`src/rtl/cfgfwd_pkg.sv`:
```
package cfgfwd_pkg;

  typedef enum logic [1:0] {
    SEL_DATA_LO = 2'd0,
    SEL_DATA_HI = 2'd1,
    SEL_MEM_WIN = 2'd2,
    SEL_OTHER   = 2'd3
  } wrSel_e;

  // Strobes from control to datapath
  typedef struct packed {
    logic loadLow;   // capture a full word onto the output bus
    logic loadHigh;  // capture the upper staging half
  } ctrlStrobes_t;

endpackage

```
`src/rtl/cfgfwd_ctrl.sv`:
```
module cfgfwd_ctrl
  import cfgfwd_pkg::*;
#(
  parameter int WORD_W = 32,
  parameter int CNT_W  = 8,
  parameter bit WIDE   = 1'b1,
  localparam int BE_W  = WORD_W / 8
) (
  input  logic             clk,
  input  logic             rstN,
  input  logic             modeActive,
  input  logic             wrValid,
  input  logic [1:0]       wrSel,
  input  logic [BE_W-1:0]  wrBe,
  input  logic [CNT_W-1:0] clkPerWrite,
  output logic             wrReady,
  output logic             busy,
  output logic             cfgClkEn,
  output ctrlStrobes_t     strb
);

  logic [CNT_W-1:0] remain;
  logic [CNT_W-1:0] burstLen;
  logic             accept;
  logic             eligible;
  wrSel_e           selE;

  assign selE     = wrSel_e'(wrSel);
  // Ready in the last burst cycle so bursts can chain without a gap
  assign wrReady  = (remain <= CNT_W'(1));
  assign accept   = wrValid && wrReady;
  assign eligible = accept && modeActive && (&wrBe);
  assign burstLen = (clkPerWrite == '0) ? CNT_W'(1) : clkPerWrite;

  always_comb begin
    strb          = '0;
    strb.loadLow  = eligible && ((selE == SEL_DATA_LO) || (selE == SEL_MEM_WIN));
    strb.loadHigh = eligible && (selE == SEL_DATA_HI) && WIDE;
  end

  always_ff @(posedge clk) begin
    if (!rstN) begin
      remain <= '0;
    end else if (strb.loadLow) begin
      remain <= burstLen;
    end else if (remain != '0) begin
      remain <= remain - CNT_W'(1);
    end
  end

  assign busy     = (remain != '0);
  assign cfgClkEn = busy;

endmodule

```
`src/rtl/cfgfwd_datapath.sv`:
```
module cfgfwd_datapath
  import cfgfwd_pkg::*;
#(
  parameter int WORD_W = 32,
  parameter bit WIDE   = 1'b1,
  localparam int OUT_W = WIDE ? 2 * WORD_W : WORD_W
) (
  input  logic              clk,
  input  logic              rstN,
  input  ctrlStrobes_t      strb,
  input  logic [WORD_W-1:0] wrData,
  output logic [OUT_W-1:0]  cfgData
);

  generate
    if (WIDE) begin : gWide
      logic [WORD_W-1:0] upperReg;

      always_ff @(posedge clk) begin
        if (!rstN) begin
          upperReg <= '0;
        end else if (strb.loadHigh) begin
          upperReg <= wrData;
        end
      end

      always_ff @(posedge clk) begin
        if (!rstN) begin
          cfgData <= '0;
        end else if (strb.loadLow) begin
          cfgData <= {upperReg, wrData};
        end
      end
    end else begin : gNarrow
      logic unusedHigh;
      assign unusedHigh = strb.loadHigh;

      always_ff @(posedge clk) begin
        if (!rstN) begin
          cfgData <= '0;
        end else if (strb.loadLow) begin
          cfgData <= wrData;
        end
      end
    end
  endgenerate

endmodule

```
`src/rtl/cfg_burst_fwd.sv`:
```
module cfg_burst_fwd
  import cfgfwd_pkg::*;
#(
  parameter int WORD_W = 32,
  parameter int CNT_W  = 8,
  parameter bit WIDE   = 1'b1,
  localparam int BE_W  = WORD_W / 8,
  localparam int OUT_W = WIDE ? 2 * WORD_W : WORD_W
) (
  input  logic              clk,
  input  logic              rstN,
  input  logic              modeActive,
  input  logic              wrValid,
  output logic              wrReady,
  input  logic [1:0]        wrSel,
  input  logic [BE_W-1:0]   wrBe,
  input  logic [WORD_W-1:0] wrData,
  input  logic [CNT_W-1:0]  clkPerWrite,
  output logic [OUT_W-1:0]  cfgData,
  output logic              cfgClkEn,
  output logic              busy
);

  ctrlStrobes_t strb;

  cfgfwd_ctrl #(.WORD_W(WORD_W), .CNT_W(CNT_W), .WIDE(WIDE)) u_ctrl (
    .clk        (clk),
    .rstN       (rstN),
    .modeActive (modeActive),
    .wrValid    (wrValid),
    .wrSel      (wrSel),
    .wrBe       (wrBe),
    .clkPerWrite(clkPerWrite),
    .wrReady    (wrReady),
    .busy       (busy),
    .cfgClkEn   (cfgClkEn),
    .strb       (strb)
  );

  cfgfwd_datapath #(.WORD_W(WORD_W), .WIDE(WIDE)) u_dp (
    .clk    (clk),
    .rstN   (rstN),
    .strb   (strb),
    .wrData (wrData),
    .cfgData(cfgData)
  );

endmodule

```
`config.mk`:
```
export PLATFORM = sky130hd
export DESIGN_NAME = cfg_burst_fwd
export DESIGN_NICKNAME = d
export VERILOG_FILES = /design/src/rtl/cfgfwd_pkg.sv /design/src/rtl/cfgfwd_ctrl.sv /design/src/rtl/cfgfwd_datapath.sv /design/src/rtl/cfg_burst_fwd.sv
export SDC_FILE = /design/constraint.sdc
export NUM_CORES = 1
export LEC_CHECK = 0
export ABC_AREA = 0
export BUFFER_PORTS_ARGS = -buffer_cell sky130_fd_sc_hd__buf_2
export CORE_ASPECT_RATIO = 0.6
export CORE_MARGIN = 3
export CORE_UTILIZATION = 52
export CTS_BUF_LIST = sky130_fd_sc_hd__clkbuf_16
export CTS_CLUSTER_DIAMETER = 100
export DETAILED_ROUTE_END_ITERATION = 12
export PLACE_DENSITY = 0.81
export SYNTH_ARGS = -nofsm -noshare
export SYNTH_HDL_FRONTEND = slang
export SYNTH_SLANG_ARGS = --single-unit
```
`constraint.sdc`:
```
create_clock -name clk -period 3.1 [get_ports clk]
set_input_delay 0.465 -clock clk [delete_from_list [all_inputs] [get_ports clk]]
set_output_delay 0.465 -clock clk [all_outputs]
set_load 0.02 [all_outputs]
```
==> reports/metrics.csv, run 1 <==
stage,metric,value,unit
placed_design,IO Port Bufs,116,
logic_synthesis,Post-synth top cells,"dfxtp_1 (104), a21oi_1 (100), o21ai_0 (98)",
routing,Routed WL per cell,18.4,um
clocking,clk_lat worst skew,0.34,ns
min_path,hold path startpoint,clkPerWrite[6],
global_routing,first-pass GRT wire length,20300,um
worst_setup_path,Slowest cell on crit path,or4_2,
global_routing,largest net degree at the start of global routing,68,
sta,TNS Setup,0,ns
pwr,Leak Pwr,1.96,nW
worst_setup_path,CP max FO,32,
logic_synthesis,cells after synthesis,518,
logic_synthesis,"EDFF count, synth",0,
routing,Vias,4428,
clocking,# resized after CTS,0,
placed_design,HPWL after DPL,8170,um
min_path,worst hold path class,in -> reg,
sta,"Hold Vio Cnt, Final",0,
worst_setup_path,Crit. Startpoint,u_ctrl.remain[2]$_SDFFE_PN0P_,
cells_and_area,share of cells above drive strength 1,24.6,%
sta,minimum clock period,2.98,ns
worst_setup_path,startpoint types,flop,
floorplan,core outline area,8130,um2
logic_synthesis,most frequent cell after synthesis,dfxtp_1,
clocking,H-tree Lvls,3,
worst_setup_path,WP data required,2.63,ns
sta,final worst path period share,96.1,%
logic_synthesis,"Seq/Total Area, Yosys",46.4,%
worst_setup_path,"Data arrival, critical path",2.51,ns
placed_design,GPL Wtd Cong,0.828,
routing,Via density,6.34,
clocking,clk sinks,104,
worst_setup_path,"CP delay by family, top",simple AND/OR/NAND/NOR gates,
logic_synthesis,post-synth top area share,46.4,%
logic_synthesis,net count after synthesis,571,
sta,Final setup viols,0,
logic_synthesis,Avg Inst Size Synth,8.66,um2
global_routing,gr ovfl total,0,
routing,Routed WL,12900,um
sta,Slew headroom,56.3,%
cells_and_area,area grow syn2layout,17.9,%
logic_synthesis,Mapped Area,4490,um2
routing,# DRC,0,
logic_synthesis,Synth area leaders,"dfxtp_1 (46%), nand4b_1 (13%), a21oi_1 (11%)",
clocking,CTS Hold Bufs,0,
logic_synthesis,#FFs+latches synth,104,
cells_and_area,Diodes inserted,0,
worst_setup_path,Crit path buffers/inverters,2,
sta,worst clock skew,0.00522,ns
pwr,P per Cell Area,729,nW/um2
sta,"Slew Viols, Final",0,
routing,DR iter-0 viols,469,
run_status,status,completed,
floorplan,die area,9810,um2
global_routing,vias in the first global route,4116,
logic_synthesis,top cell type by total area after synthesis,dfxtp_1,
sta,worst-margin pin slew,0.656,ns
clocking,Clock Pin Slew Worst Setup and Hold Paths,0.06,ns
logic_synthesis,Yosys warnings,0,
floorplan,Die Ht,77.9,um
sta,Max Clock Freq,0.336,GHz
worst_setup_path,max incr delay on CP,0.76,ns
routing,ANT nets after route,0,
routing,router iterations before antenna repair,5,
logic_synthesis,Post-synth top flop,dfxtp_1,
sta,RSZ-0062 raised after global routing,no,
run,number of max-cap violations,0,
worst_setup_path,worst r2r src,u_ctrl.remain[2]$_SDFFE_PN0P_,
clocking,TritonCTS clock tree,built,
floorplan,Die X,126,um
logic_synthesis,Synth async-reset ratio,0,%
clocking,Post-CTS Setup Bufs,0,
clocking,Num CTS Buffers,9,
logic_synthesis,library cells used by synthesis,33,
worst_setup_path,Setup CP Type,reg -> out,
worst_setup_path,worst path cell trace,or4_1 -> or4_2 -> inv_6 -> buf_2,
clocking,CTS Root Cell,clkbuf_16,
cells_and_area,number of fill cells,709,
worst_setup_path,CP endpoint kind,primary output,
clocking,clk buf depth,2,
floorplan,row cnt,25,
pwr,maximum VDD drop,537,uV
floorplan,Initial Util,55.2,%
cells_and_area,fin nets,642,
pwr,total chip power,0.00385,W
global_routing,initial antenna violation count,1,
floorplan,# IOs,117,
global_routing,Tot GR Track Use,25.4,%
==> path summary, 6_finish.rpt <==
check	to	slack (ns)	cells past startpoint
worst min register to register	u_dp.cfgData[41]$_SDFFE_PN0P_	0.47	2
worst max-delay path	wrReady	0.12	4
worst min-delay path	u_ctrl.remain[6]$_SDFFE_PN0P_	0.39	3
worst max register to register	u_dp.cfgData[30]$_SDFFE_PN0P_	0.44	6
==> final cells by class <==
cell class | instances | area (um2) | share of cell area (%)
Timing Repair Buffer | 127 | 688 | 13.0
Sequential cell | 104 | 2080 | 39.4
Clock buffer | 9 | 225 | 4.26
Multi-Input combinational cell | 343 | 2100 | 39.7
Clock inverter | 3 | 38.8 | 0.733
Tap cell | 108 | 135 | 2.56
Inverter | 4 | 20.0 | 0.379
==> flip-flops by register name (all words and copies together) (netlist names) <==
register,count
u_dp.cfgData,64
u_dp.gWide.upperReg,32
u_ctrl.remain,8
==> through the flow <==
| step | hold slack [ns] | utilization (%) | instances | setup slack, ns | area [um2] |
|---|---|---|---|---|---|
| CTS | 0.378 | 65.0 | 698 | 0.123 | 5290 |
| global placement | 0.455 | 61.8 | 686 | 0.523 | 5020 |
| floorplan | 0.450 | - | 518 | 0.754 | 4490 |
| finish | 0.388 | 65.0 | 698 | 0.120 | 5290 |
| global route | 0.390 | 65.0 | 698 | 0.0453 | 5290 |
| detailed placement | 0.463 | 61.8 | 686 | 0.500 | 5020 |
==> cells in the final DEF (no fill, tap or decap), drive strengths merged, types with 2 or more instances in the layout <==
master | synthesis | layout
buf | 13 | 127
dfxtp | 104 | 104
a21oi | 100 | 100
o21ai | 98 | 98
nand4b | 65 | 65
nand4 | 33 | 33
nand2 | 9 | 9
clkbuf | 54 | 9
inv | 4 | 5
o22ai | 4 | 4
or4 | 4 | 4
nor2 | 4 | 4
nor4 | 3 | 3
xnor2 | 3 | 3
ha | 3 | 3
nor3b | 2 | 2
xor2 | 2 | 2
o31ai | 2 | 2
mux2i | 2 | 2
==> layer usage <==
layer	global-route usage, %	routed length, um	vias to the layer above
li1	-	-	2079
met5	0	7	-
met3	7.70	1080	30
met1	34.2	5600	2123
met4	7.07	253	2
met2	39.7	5910	194
==> power by group <==
part / internal (W) / switching (W)
Combinational: 0.000358 / 0.000999
Clock: 0.000603 / 0.000452
Sequential: 0.00139 / 0.0000568
Total: 0.00235 / 0.00151
==> worst register-to-register path: stages (launching register included) <==
cell	delay, ns
dfxtp_1	0.36
or4_1	0.55
or4_2	0.76
inv_6	0.27
buf_12	0.26
nand4b_1	0.17
a21oi_1	0.20
==> cells by family (layout without fill, tap and decap cells) <==
group | count (synthesis) | in the layout | synth area share [%]
compound gates | 208 | 208 | 23.7
xor+xnor | 5 | 5 | 0.976
fa+ha+maj | 3 | 3 | 0.837
buf+inv | 71 | 143 | 7.06
flops | 104 | 104 | 46.4
mux | 2 | 2 | 0.446
simple gates | 125 | 125 | 20.5
Power figures use the tool's default switching activity.
==> run 2: changes to the inputs <==
--- a/config.mk
+++ b/config.mk
@@ -16,4 +16,5 @@
 export PLACE_DENSITY = 0.81
 export SYNTH_ARGS = -nofsm -noshare
 export SYNTH_HDL_FRONTEND = slang
+export SYNTH_HIERARCHICAL = 1
 export SYNTH_SLANG_ARGS = --single-unit
==> reports/metrics.csv, run 2 <==
stage,metric,value,unit,change
floorplan,die area,9460,um2,-3.6%
routing,Vias,2960,,-33%
pwr,Logic pwr share,19.6,%,-16 points
sta,RSZ-0062 raised after global routing,no,,
cells_and_area,Top reg by flops,u_dp/cfgData,,
worst_setup_path,startpoint types,flop,,
pwr,sw frac,27.2,%,-12 points
clocking,Clock Pin Slew Worst Setup and Hold Paths,0.06,ns,about the same
run,number of max-cap violations,0,,unchanged
placed_design,GPL Wtd Cong,0.898,,+8.5%
clocking,clk_lat worst skew,0.34,ns,about the same
worst_setup_path,worst path cell trace,or3_4 -> or4_4 -> or2_1 -> clkinv_2 -> buf_12 -> mux2i_1 -> nor2b_1,,
logic_synthesis,cells after synthesis,385,,-26%
cells_and_area,Final Cell Area,5140,um2,-2.8%
worst_setup_path,"CP delay by family, top",simple AND/OR/NAND/NOR gates,,
global_routing,largest net degree at the start of global routing,97,,+43%
worst_setup_path,WP data required,3.32,ns,+0.69 ns
clocking,Post-CTS Setup Bufs,0,,unchanged
logic_synthesis,Post-synth top flop,dfxtp_1,,
floorplan,Initial Util,54.1,%,-1.1 points
worst_setup_path,Crit path buffers/inverters,2,,unchanged
routing,Routed WL,8760,um,-32%
worst_setup_path,"Data arrival, critical path",2.97,ns,+0.46 ns
pwr,Leak Pwr,1.94,nW,-0.64%
logic_synthesis,net count after synthesis,438,,-23%
cells_and_area,area grow syn2layout,19.1,%,
global_routing,initial antenna violation count,1,,unchanged
logic_synthesis,most frequent cell after synthesis,dfxtp_1,,
sta,minimum clock period,2.75,ns,-0.232 ns
worst_setup_path,CP endpoint kind,flop,,
clocking,# resized after CTS,0,,unchanged
logic_synthesis,Post-synth top cells,"dfxtp_1 (104), mux2i_1 (100), nor2b_1 (97)",,
sta,worst-margin pin slew,0.715,ns,+0.0589 ns
global_routing,gr ovfl total,0,,unchanged
sta,"Slew Viols, Final",0,,unchanged
cells_and_area,Largest regs,"u_dp/cfgData x64, u_dp/gWide.upperReg x32, u_ctrl/remain x8",,
floorplan,row cnt,25,,unchanged
run_status,status,completed,,
global_routing,Tot GR Track Use,19.0,%,-6.4 points
pwr,P per Cell Area,606,nW/um2,-17%
cells_and_area,Largest register FFs,64,,unchanged
sta,final worst path period share,88.6,%,-7.5 points
worst_setup_path,max incr delay on CP,0.62,ns,-0.14 ns
logic_synthesis,Synth area leaders,"dfxtp_1 (48%), mux2i_1 (23%), nor2b_1 (14%)",,
cells_and_area,most frequent cells in the layout,"buf_2 (116), dfxtp_1 (104), mux2i_1 (100)",,
pwr,sequential power share,46.3,%,+8.9 points
cells_and_area,share of cells above drive strength 1,27.7,%,+3.2 points
cells_and_area,"leading cell type in the layout, fill and taps excluded",buf_2,,
floorplan,core outline area,7980,um2,-1.9%
cells_and_area,fin cells,602,,-14%
clocking,CTS Root Cell,clkbuf_16,,
sta,Slew headroom,52.3,%,-3.9 points
clocking,H-tree Lvls,3,,unchanged
pwr,maximum VDD drop,342,uV,-36%
clocking,clk buf depth,2,,unchanged
clocking,TritonCTS clock tree,built,,
worst_setup_path,Slowest cell on crit path,or4_4,,
worst_setup_path,CP max FO,20,,-38%
logic_synthesis,#FFs+latches synth,104,,unchanged
sta,"Hold Vio Cnt, Final",0,,unchanged
logic_synthesis,Avg Inst Size Synth,11.2,um2,+29%
logic_synthesis,Synth async-reset ratio,0,%,unchanged
clocking,Num CTS Buffers,9,,unchanged
routing,Routed WL per cell,14.5,um,-21%
sta,worst hold slack,0.404,ns,+0.0165 ns
routing,ANT nets after route,0,,unchanged
min_path,worst hold path class,in -> reg,,
routing,# DRC,0,,unchanged
sta,worst clock skew,0.00678,ns,+0.00156 ns
placed_design,placed cell area,4860,um2,-3.2%
floorplan,Die X,124,um,-1.9%
clocking,clk sinks,104,,unchanged
pwr,P_sw,0.000847,W,-44%
sta,TNS Setup,0,ns,unchanged
logic_synthesis,library cells used by synthesis,37,,+12%
worst_setup_path,Setup CP Type,reg -> reg,,
floorplan,# IOs,117,,unchanged
placed_design,placed cells,588,,-14%
routing,router iterations before antenna repair,4,,-1
sta,Final setup viols,0,,unchanged
pwr,Internal,0.00227,W,-3.4%
floorplan,Die Ht,76.5,um,-1.8%
logic_synthesis,top cell type by total area after synthesis,dfxtp_1,,
routing,DR iter-0 viols,188,,-60%
cells_and_area,Diodes inserted,0,,unchanged
placed_design,HPWL after DPL,6070,um,-26%
clocking,CTS Hold Bufs,0,,unchanged
placed_design,IO Port Bufs,116,,unchanged
routing,Via density,4.92,,-22%
logic_synthesis,"EDFF count, synth",0,,unchanged
logic_synthesis,"Seq/Total Area, Yosys",48.3,%,+1.9 points
pwr,Clk network pwr share,34.1,%,+6.7 points
logic_synthesis,post-synth top area share,48.3,%,+1.9 points
global_routing,vias in the first global route,2866,,-30%
global_routing,first-pass GRT wire length,14100,um,-31%
logic_synthesis,Yosys warnings,6,,+6
cells_and_area,fin nets,544,,-15%
logic_synthesis,Mapped Area,4310,um2,-3.8%
sta,Max Clock Freq,0.364,GHz,+8.4%
cells_and_area,utilization after layout,64.4,%,-0.61 points
run 2: layout make-up:
| cell class | instances | area (um2) |
|---|---|---|
| fillers | 650 | 2840 |
| flip-flops and latches | 104 | 2080 |
| multi-input cells | 249 | 1950 |
| repair buffers | 121 | 668 |
| clock buffers | 9 | 225 |
| well taps | 108 | 135 |
| clock inverters | 5 | 50.0 |
| inverters | 6 | 23.8 |
run 2: path summary, 6_finish.rpt:
check,from,to,slack [ns],cells after the start
worst min register to register,u_dp/cfgData[5]$_SDFFE_PN0P_,u_dp/cfgData[5]$_SDFFE_PN0P_,0.51,2
worst min-delay path,wrData[24],u_dp/cfgData[24]$_SDFFE_PN0P_,0.40,3
worst max-delay path,u_ctrl/remain[2]$_SDFFE_PN0P_,u_dp/cfgData[58]$_SDFFE_PN0P_,0.35,7
worst max register to register,u_ctrl/remain[2]$_SDFFE_PN0P_,u_dp/cfgData[58]$_SDFFE_PN0P_,0.35,7
run 2: routing by layer:
metal / wire, um / GRT usage (%) / up-vias / share of wire (%)
met5: 7 / 0 / - / 0.080
met4: 114 / 6.96 / 2 / 1.3
met3: 658 / 6.01 / 11 / 7.5
met2: 3530 / 26.4 / 97 / 40
met1: 4450 / 27.3 / 1342 / 51
li1: - / - / 1508 / -
run 2: stage by stage:
stage	total power [W]	setup WS (ns)
6_report	0.00311	0.352
4_1_cts	0.00314	0.334
5_1_grt	0.00326	0.215
2_1_floorplan	0.00195	0.762
3_3_place_gp	0.00205	0.494
3_5_place_dp	0.00207	0.379
run 2: kinds of logic (layout without fill, tap and decap cells):
logic type	after synthesis	count (layout)	synth area share, %
adders and majority gates	3	3	0.870
muxes	100	100	23.2
AOI/OAI and AO/OA	17	17	2.52
and+or+nand+nor	125	125	17.8
DFF	104	104	48.3
xor gates and xnor gates	4	4	0.812
buffers and inverters	32	141	6.56
run 2: power by group through the flow:
stage          logic [W]  registers, W  clock network, W
2_1_floorplan   0.000488       0.00146                 0
3_3_place_gp    0.000582       0.00146                 0
6_report        0.000610       0.00144           0.00106
5_1_grt         0.000667       0.00145           0.00115
3_5_place_dp    0.000601       0.00147                 0
4_1_cts         0.000607       0.00144           0.00109
run 2: worst reg2reg max path, delay by kind of cell (launching register included):
family | cells | cell delay (ns)
buf+inv | 2 | 0.58
flops | 1 | 0.35
simple gates | 4 | 1.46
mux | 1 | 0.25
==> run 3: changes to the inputs <==
--- a/config.mk
+++ b/config.mk
@@ -13,7 +13,7 @@
 export CTS_BUF_LIST = sky130_fd_sc_hd__clkbuf_16
 export CTS_CLUSTER_DIAMETER = 100
 export DETAILED_ROUTE_END_ITERATION = 12
-export PLACE_DENSITY = 0.81
+export PLACE_DENSITY_LB_ADDON = 0.25
 export SYNTH_ARGS = -nofsm -noshare
 export SYNTH_HDL_FRONTEND = slang
 export SYNTH_HIERARCHICAL = 1
==> constraint.sdc (replaced) <==
create_clock -name clk -period 2.6 [get_ports clk]
set_input_delay 0.39 -clock clk [delete_from_list [all_inputs] [get_ports clk]]
set_output_delay 0.39 -clock clk [all_outputs]
set_load 0.02 [all_outputs]
==> reports/metrics.csv, run 3 (synthesis gave the netlist of run 2 again) <==
stage,metric,value,unit,change
run,number of max-cap violations,0,,unchanged
run_status,status,completed,,
routing,Routed WL,8890,um,+1.5%
cells_and_area,Diodes inserted,0,,unchanged
floorplan,# IOs,117,,unchanged
global_routing,initial antenna violation count,0,,-1
sta,worst clock skew,0.00591,ns,-0.000869 ns
global_routing,vias in the first global route,2988,,+4.3%
routing,Routed WL per cell,14.6,um,+0.69%
clocking,clk sinks,104,,unchanged
clocking,CTS Hold Bufs,0,,unchanged
routing,router iterations before antenna repair,4,,unchanged
cells_and_area,Largest regs,"u_dp/cfgData x64, u_dp/gWide.upperReg x32, u_ctrl/remain x8",,
sta,worst hold slack,0.320,ns,-0.0841 ns
worst_setup_path,startpoint types,flop,,
sta,RSZ-0062 raised after global routing,no,,
pwr,sequential power share,46.8,%,+0.5 points
placed_design,IO Port Bufs,116,,unchanged
cells_and_area,area grow syn2layout,19.9,%,
pwr,sw frac,28.4,%,+1.2 points
floorplan,Die Ht,76.5,um,unchanged
cells_and_area,fin nets,548,,+0.74%
pwr,Logic pwr share,20.5,%,+0.9 points
worst_setup_path,"Data arrival, critical path",2.05,ns,-0.92 ns
global_routing,met3 usage,6.68,%,+0.67 points
routing,Via density,4.91,,about the same
routing,# DRC,0,,unchanged
floorplan,Initial Util,54.1,%,unchanged
routing,ANT nets after route,0,,unchanged
sta,worst-margin pin slew,0.353,ns,-0.362 ns
routing,Vias,2983,,+0.78%
clocking,clk buf depth,2,,unchanged
clocking,TritonCTS clock tree,built,,
floorplan,die area,9460,um2,unchanged
sta,"Hold Vio Cnt, Final",0,,unchanged
floorplan,row cnt,25,,unchanged
cells_and_area,number of fill cells,653,,+0.46%
pwr,Internal,0.00263,W,+16%
cells_and_area,register area,2080,um2,unchanged
cells_and_area,"leading cell type in the layout, fill and taps excluded",buf_2,,
global_routing,first-pass GRT wire length,14500,um,+3.2%
min_path,worst hold path class,in -> reg,,
cells_and_area,share of cells above drive strength 1,28.7,%,+0.92 points
worst_setup_path,Setup CP Type,reg -> out,,
cells_and_area,Top reg by flops,u_dp/cfgData,,
sta,Slew headroom,76.2,%,+24 points
pwr,P per Cell Area,711,nW/um2,+17%
worst_setup_path,CP endpoint kind,primary output,,
worst_setup_path,WP data required,2.21,ns,-1.11 ns
floorplan,core outline area,7980,um2,unchanged
clocking,H-tree Lvls,3,,unchanged
pwr,maximum VDD drop,538,uV,+57%
floorplan,Die X,124,um,unchanged
sta,Final setup viols,0,,unchanged
pwr,Clk network pwr share,32.7,%,-1.4 points
sta,Max Clock Freq,0.409,GHz,
clocking,Clock Pin Slew Worst Setup and Hold Paths,0.06,ns,about the same
clocking,clk_lat worst skew,0.34,ns,about the same
sta,final worst path period share,94.0,%,
global_routing,Tot GR Track Use,19.2,%,+0.27 points
sta,"Slew Viols, Final",0,,unchanged
global_routing,M2 GR Usage,28.9,%,+2.5 points
global_routing,met1 GRT Util,26.4,%,-0.85 points
global_routing,gr ovfl total,0,,unchanged
cells_and_area,most frequent cells in the layout,"buf_2 (116), dfxtp_1 (104), mux2i_1 (100)",,
clocking,Num CTS Buffers,9,,unchanged
pwr,Leak Pwr,1.96,nW,+0.74%
global_routing,largest net degree at the start of global routing,47,,-52%
sta,minimum clock period,2.44,ns,
placed_design,GPL Wtd Cong,0.838,,-6.7%
global_routing,gr busiest metal,met2,,
clocking,CTS Root Cell,clkbuf_16,,
worst_setup_path,CP max FO,10,,-50%
cells_and_area,Multi-input gate area,1970,um2,+0.58%
placed_design,HPWL after DPL,6100,um,+0.57%
pwr,P_sw,0.00104,W,+23%
routing,DR iter-0 viols,166,,-12%
sta,TNS Setup,0,ns,unchanged
cells_and_area,Largest register FFs,64,,unchanged
run 3: worst max-delay path: stages (launching register included):
cell     delay [ns]
dfxtp_1        0.35
inv_1          0.15
ha_2           0.24
nor2_1         0.05
or4_4          0.52
buf_4          0.20
inv_1          0.05
buf_2          0.15
run 3: power by group through the flow:
stage	registers, W	logic [W]	clock network [W]
after floorplan	0.00174	0.000581	0
after global placement	0.00175	0.000713	0
after detailed placement	0.00175	0.000735	0
after CTS	0.00172	0.000739	0.00124
after global routing	0.00173	0.000830	0.00131
final	0.00172	0.000754	0.00120
run 3: cell type report:
class,instances,area share [%]
clock buffer,9,4.36
clock inverter,6,0.702
inverter,6,0.460
multi-input combinational,249,38.0
sequential,104,40.3
tap,108,2.61
timing repair buffer,125,13.6
run 3: per-stage QoR:
stage	util, %	power, W	cell area, um2	std cells	setup slack, ns
finish	64.8	0.00368	5170	607	0.156
global route	64.8	0.00388	5170	607	0.0438
CTS	64.4	0.00370	5130	606	0.142
detailed placement	61.1	0.00249	4870	591	0.163
global placement	61.1	0.00246	4870	591	0.272
floorplan	-	0.00232	4310	385	0.262
run 3: what timing repair did:
| item | 4_1_cts | 5_1_grt |
|---|---|---|
| setup endpoints to repair | 0 | 1 |
| setup buffers | 0 | 0 |
| gates resized for setup | 0 | 3 |
run 3: metal layers:
metal	vias up	share of wire (%)
met2	90	43
li1	1515	-
met1	1375	49
met5	-	0
met4	0	0.27
met3	3	7.7
run 3: final timing paths:
path         cells after the start  slack, ns                       endpoint                           from
min reg2reg                      2       0.51  u_dp/cfgData[26]$_SDFFE_PN0P_  u_dp/cfgData[26]$_SDFFE_PN0P_
max reg2reg                      9       0.22  u_dp/cfgData[51]$_SDFFE_PN0P_  u_ctrl/remain[1]$_SDFFE_PN0P_
min                              3       0.32  u_ctrl/remain[3]$_SDFFE_PN0P_                 clkPerWrite[3]
max                              7       0.16                        wrReady  u_ctrl/remain[1]$_SDFFE_PN0P_
